File: src/rtl/gpio16_pkg.sv
package gpio16_pkg;

    // Register byte offsets
    localparam int unsigned OFF_PIN_IN   = 32'h00;
    localparam int unsigned OFF_OUT_LAT  = 32'h04;
    localparam int unsigned OFF_DIR      = 32'h08;
    localparam int unsigned OFF_EDGE_SEL = 32'h0C;
    localparam int unsigned OFF_MASK     = 32'h10;
    localparam int unsigned OFF_STATUS   = 32'h14;
    localparam int unsigned OFF_PIN_EN   = 32'h18;

    // Read response tracking
    typedef enum logic [0:0] {
        ACC_IDLE = 1'b0,
        ACC_RESP = 1'b1
    } acc_state_t;

endpackage

File: src/rtl/gpio16_sync.sv
module gpio16_sync #(
    parameter int unsigned W = 16
) (
    input  logic         clk,
    input  logic         rst_n,
    input  logic [W-1:0] d,
    output logic [W-1:0] q
);
    logic [W-1:0] meta_q;
    logic [W-1:0] stab_q;

    always_ff @(posedge clk or negedge rst_n) begin
        if (!rst_n) begin
            meta_q <= '0;
            stab_q <= '0;
        end else begin
            meta_q <= d;
            stab_q <= meta_q;
        end
    end

    assign q = stab_q;
endmodule

File: src/rtl/gpio16_edge.sv
module gpio16_edge #(
    parameter int unsigned W = 16
) (
    input  logic         clk,
    input  logic         rst_n,
    input  logic [W-1:0] samp,
    input  logic [W-1:0] dir,
    input  logic [W-1:0] mask,
    input  logic [W-1:0] pol,
    output logic [W-1:0] hit
);
    logic [W-1:0] last_q;

    always_ff @(posedge clk or negedge rst_n) begin
        if (!rst_n) last_q <= '0;
        else        last_q <= samp;
    end

    for (genvar p = 0; p < W; p++) begin : g_pin
        logic rose, fell, seen;
        assign rose   = samp[p] & ~last_q[p];
        assign fell   = ~samp[p] & last_q[p];
        assign seen   = pol[p] ? rose : fell;
        assign hit[p] = seen & dir[p] & ~mask[p];
    end
endmodule

File: src/rtl/gpio16_drive.sv
module gpio16_drive #(
    parameter int unsigned W = 16
) (
    input  logic [W-1:0] dir,
    input  logic [W-1:0] lat,
    output logic [W-1:0] pins_out,
    output logic [W-1:0] pins_oe
);
    for (genvar p = 0; p < W; p++) begin : g_pin
        assign pins_oe[p]  = ~dir[p];
        assign pins_out[p] = dir[p] ? 1'b0 : lat[p];
    end
endmodule

File: src/rtl/gpio16_ctrl.sv
module gpio16_ctrl
    import gpio16_pkg::*;
#(
    parameter int unsigned W  = 16,
    parameter int unsigned AW = 8
) (
    input  logic          clk,
    input  logic          rst_n,
    input  logic          acc_req,
    input  logic          acc_we,
    input  logic          acc_wide,
    input  logic [AW-1:0] acc_addr,
    input  logic [W-1:0]  acc_wdata,
    output logic          rsp_valid,
    output logic [W-1:0]  rsp_data,
    input  logic [W-1:0]  pins_in,
    output logic [W-1:0]  pins_out,
    output logic [W-1:0]  pins_oe,
    output logic          irq
);
    localparam logic [AW-1:0] A_PIN_IN = AW'(OFF_PIN_IN);
    localparam logic [AW-1:0] A_LAT    = AW'(OFF_OUT_LAT);
    localparam logic [AW-1:0] A_DIR    = AW'(OFF_DIR);
    localparam logic [AW-1:0] A_EDGE   = AW'(OFF_EDGE_SEL);
    localparam logic [AW-1:0] A_MASK   = AW'(OFF_MASK);
    localparam logic [AW-1:0] A_STAT   = AW'(OFF_STATUS);
    localparam logic [AW-1:0] A_PEN    = AW'(OFF_PIN_EN);

    logic [W-1:0] sampled, edge_hit;
    logic [W-1:0] dir_q, mask_q, stat_q, lat_q, pol_q, pen_q;
    logic [W-1:0] rd_word, rsp_q;
    logic         irq_q, wr_en, rd_en, stat_wr;
    acc_state_t   st_q, st_d;

    assign wr_en   = acc_req & acc_we & acc_wide;
    assign rd_en   = acc_req & ~acc_we;
    assign stat_wr = wr_en && (acc_addr == A_STAT);

    gpio16_sync #(.W(W)) u_sync (
        .clk(clk), .rst_n(rst_n), .d(pins_in), .q(sampled)
    );

    gpio16_edge #(.W(W)) u_edge (
        .clk(clk), .rst_n(rst_n), .samp(sampled), .dir(dir_q),
        .mask(mask_q), .pol(pol_q), .hit(edge_hit)
    );

    gpio16_drive #(.W(W)) u_drive (
        .dir(dir_q), .lat(lat_q), .pins_out(pins_out), .pins_oe(pins_oe)
    );

    // Access state register
    always_ff @(posedge clk or negedge rst_n) begin
        if (!rst_n) st_q <= ACC_IDLE;
        else        st_q <= st_d;
    end

    always_comb begin
        st_d = st_q;
        unique case (st_q)
            ACC_IDLE: st_d = rd_en ? ACC_RESP : ACC_IDLE;
            ACC_RESP: st_d = rd_en ? ACC_RESP : ACC_IDLE;
            default:  st_d = ACC_IDLE;
        endcase
    end

    // Outputs of the access machine
    always_comb begin
        rsp_valid = (st_q == ACC_RESP);
        rsp_data  = rsp_q;
    end

    // Read selection
    always_comb begin
        rd_word = '0;
        if (acc_wide) begin
            case (acc_addr)
                A_PIN_IN: rd_word = sampled & pen_q;
                A_LAT:    rd_word = lat_q;
                A_DIR:    rd_word = dir_q;
                A_EDGE:   rd_word = pol_q;
                A_MASK:   rd_word = mask_q;
                A_STAT:   rd_word = stat_q;
                A_PEN:    rd_word = pen_q;
                default:  rd_word = '0;
            endcase
        end
    end

    always_ff @(posedge clk or negedge rst_n) begin
        if (!rst_n)     rsp_q <= '0;
        else if (rd_en) rsp_q <= rd_word;
    end

    // Configuration registers
    always_ff @(posedge clk or negedge rst_n) begin
        if (!rst_n) begin
            dir_q  <= '1;
            mask_q <= '1;
            pen_q  <= '1;
            lat_q  <= '0;
            pol_q  <= '0;
        end else if (wr_en) begin
            case (acc_addr)
                A_LAT:   lat_q  <= acc_wdata;
                A_DIR:   dir_q  <= acc_wdata;
                A_EDGE:  pol_q  <= acc_wdata;
                A_MASK:  mask_q <= acc_wdata;
                A_PEN:   pen_q  <= acc_wdata;
                default: ;
            endcase
        end
    end

    // Status and interrupt line
    always_ff @(posedge clk or negedge rst_n) begin
        if (!rst_n) begin
            stat_q <= '0;
            irq_q  <= 1'b0;
        end else begin
            stat_q <= (stat_q & ~(stat_wr ? acc_wdata : '0)) | edge_hit;
            if (|edge_hit)    irq_q <= 1'b1;
            else if (stat_wr) irq_q <= 1'b0;
        end
    end

    assign irq = irq_q;
endmodule

File: config.mk
export PLATFORM = sky130hd
export DESIGN_NAME = gpio16_ctrl
export DESIGN_NICKNAME = d
export VERILOG_FILES = /design/src/rtl/gpio16_pkg.sv /design/src/rtl/gpio16_sync.sv /design/src/rtl/gpio16_edge.sv /design/src/rtl/gpio16_drive.sv /design/src/rtl/gpio16_ctrl.sv
export SDC_FILE = /design/constraint.sdc
export NUM_CORES = 1
export LEC_CHECK = 0
export BUFFER_PORTS_ARGS = -buffer_cell sky130_fd_sc_hd__buf_2
export CORE_AREA = 8 8 110 188
export CTS_CLUSTER_DIAMETER = 200
export DETAILED_ROUTE_END_ITERATION = 7
export DIE_AREA = 0 0 118 196
export PLACE_DENSITY = 0.63
export REMOVE_ABC_BUFFERS = 1
export SLEW_MARGIN = 40
export SYNTH_ARGS = -nofsm -noshare
export SYNTH_HDL_FRONTEND = slang
export SYNTH_SLANG_ARGS = --single-unit
File: constraint.sdc
create_clock -name clk -period 1.71 [get_ports clk]
set_clock_uncertainty 0.2 [all_clocks]
set_input_delay 0.0855 -clock clk [delete_from_list [all_inputs] [get_ports clk]]
set_output_delay 0.0855 -clock clk [all_outputs]
set_load 0.02 [all_outputs]
==> metrics.txt <==
Max VDD drop 0.686 mV; fraction of registers with async set/reset between 90% and 100%; violated checks setup timing; CTS tree built; final hold vios 0; pwr dens 895 mW/mm^2; Seq/Total Area, Yosys between 50% and 60%; Setup Crit Path Kind flop to flop; Seq cells post-synth 162; DRC violations left 0; CTS Buf Count 17; dpl hpwl 14600 microns; Total GRT Usage 18.4%; # diodes 0; final worst slack -26.8 ps; Initial Util approximately 39%; Total Wirelength slightly above 20000 microns; required time of the critical path 1860 ps; status finished, violations left; share of layout cells above drive strength 1 51.0%; Chip Width 118 microns; Die Area 0.0231 sq mm; top cells by area, synth dfrtp_1, dfstp_2, mux2_2, mux4_2, nand2_1; GRT overflow 0; Top FF cell, synth dfrtp_1; Yosys cell types 36; number of I/O port buffers 94; startpoint class of the critical path flop; Post-synth EDFFs 0; leakage 0.00442 uW; cell row count 66; most instantiated library cell after synthesis dfrtp_1; Most Used Layer, Global Route met2; Max Freq 576 MHz; worst-path fanout max 2; number of global-route vias before repair 6043; # Max-Cap Violations 0; Yosys warnings 0; Critical Path AT 1890 ps; CTS Root Buffer Type clkbuf_16; initial antenna violation count 0; routing usage on met1 19.6%; post-place setup slack -258 ps; Synth top area share 40.3%; final slew viol count 0; Max Root-Sink Buffers 2; Slew headroom roughly 74%; worst hold path class primary input to flop; DRT Pass-1 Iters 4; Layout Area Growth over Synthesis 37.5%; global-route wire length before repair 33100 microns; r2r setup slk -30 ps; pin count of the biggest net entering global routing 44; Worst-Skew Late Latency 430 ps; Hold Path Depth 4; H-tree depth 4; Core Area around 0.018 sq mm; Mean Syn Cell Area 12.7 sq um; Fillers around 1500; wire per inst 20.3 microns; Critical R2R Launch pol_q[7]$_DFFE_PN0P_; largest area contributor in the netlist dfrtp_1; First DRT Iteration DRCs between 200 and 250; Crit. End Element flop; Routability Congestion slightly above 0.8; top cells by count, synth dfrtp_1, nand2_1, mux2_2, dfstp_2, o21ai_0; nets slightly above 800; Cells after Synth 557; worst r2r dst irq$_DFFE_PN0P_; Hold Path End rsp_valid$_DFF_PN0_; worst slew pin tran 389 ps; Worst-path clk slew 70 ps; worst r2r path cells 6; Power Total a little under 9000 uW; Die Ht around 200 microns; period utilization 102%; GRT met3 Usage under 10%; final core occ between 50 and 60%; hold path start acc_we; Synth Cell Area 0.00708 sq mm; crit path time final ~1700 ps; via count 5418; RSZ-0062 raised after global routing yes; I/O pin count 95; Setup Viol. Count Final 5; Vias per Instance 5.31; total clock sinks 162; Antenna Nets Post-Route 0; met2 Use GR between 30% and 40%
==> critical path: stages (launching register included) <==
cell	delay, ps
dfrtp_1	400
or3b_2	480
a211oi_2	210
buf_4	160
nor4_1	40
nand4_1	70
o21bai_1	100
==> metal layers <==
| metal | vias up | share of wire (%) |
|---|---|---|
| met5 | - | 0 |
| met4 | 0 | 3.5 |
| met3 | 42 | 4.2 |
| met2 | 159 | 54 |
| met1 | 2780 | 38 |
| li1 | 2437 | - |
==> repair_timing <==
item,4_1_cts,5_1_grt
hold buffers,35,0
gates resized for setup,44,18
setup endpoints to repair,10,19
setup buffers,10,1
endpoints found under the hold margin,271,0
pin swaps,27,18
==> report_power, final <==
group	leakage (uW)	switching (uW)	internal [uW]	total (uW)
Sequential	0.00189	55.5	3940	4000
Combinational	0.00224	365	355	720
Clock	0.000292	1670	2330	4000
==> cells in the final DEF, fill, tap and decap left out, drive strengths merged, types with 17 or more instances in the layout <==
master         n
and2          17
buf          188
clkbuf        18
dfrtp        114
dfstp         48
dlygate4sd3   35
inv           25
mux2          64
nand2         65
o21ai         48
==> how the worst max path moves through the flow <==
stage                                 from                  endpoint  slack, ps  cells after the start
floorplan                      acc_addr[5]      lat_q[0]$_DFFE_PN0P_       -310                      4
global placement               acc_addr[5]      lat_q[2]$_DFFE_PN0P_       -240                      6
detailed placement             acc_addr[5]      lat_q[1]$_DFFE_PN0P_       -260                      6
CTS                 u_sync.q[13]$_DFF_PN0_  rsp_data[13]$_DFFE_PN0P_        -30                      6
global route         u_sync.q[6]$_DFF_PN0_   rsp_data[6]$_DFFE_PN0P_        -80                      6
finish                pol_q[7]$_DFFE_PN0P_           irq$_DFFE_PN0P_        -30                      6
==> cell families after synthesis <==
kind of cell	synth area share, %
muxes	15.3
buffers and inverters	3.07
AOI/OAI and AO/OA	10.9
DFF	58.1
and+or+nand+nor	12.7
==> state kept, by name, summed over array words and instances (netlist names) <==
signal         count
rsp_valid          1
mask_q            16
u_sync.q          16
dir_q             16
irq                1
rsp_data          16
lat_q             16
stat_q            16
u_edge.last_q     16
u_sync.meta_q     16
pen_q             16
pol_q             16
==> per-stage QoR <==
step	cells	cell area, sq um	TNS (ps)	hold slack [ps]
2_1_floorplan	528	6940	-17890	-410
3_3_place_gp	944	8450	-12270	-190
3_5_place_dp	944	8450	-15010	-182
4_1_cts	1020	9670	-109	35.0
5_1_grt	1020	9740	-731	63.4
6_report	1020	9740	-85.9	43.0
==> cell type report <==
type / count / area [sq um] / area share, %
Tap cell: 238 / 298 / 3.06
Clock inverter: 13 / 176 / 1.81
Inverter: 19 / 71.3 / 0.732
Timing Repair Buffer: 223 / 1680 / 17.2
Sequential cell: 162 / 4110 / 42.2
Multi-Input combinational cell: 347 / 2970 / 30.5
Clock buffer: 18 / 429 / 4.41
Power figures use the tool's default switching activity.
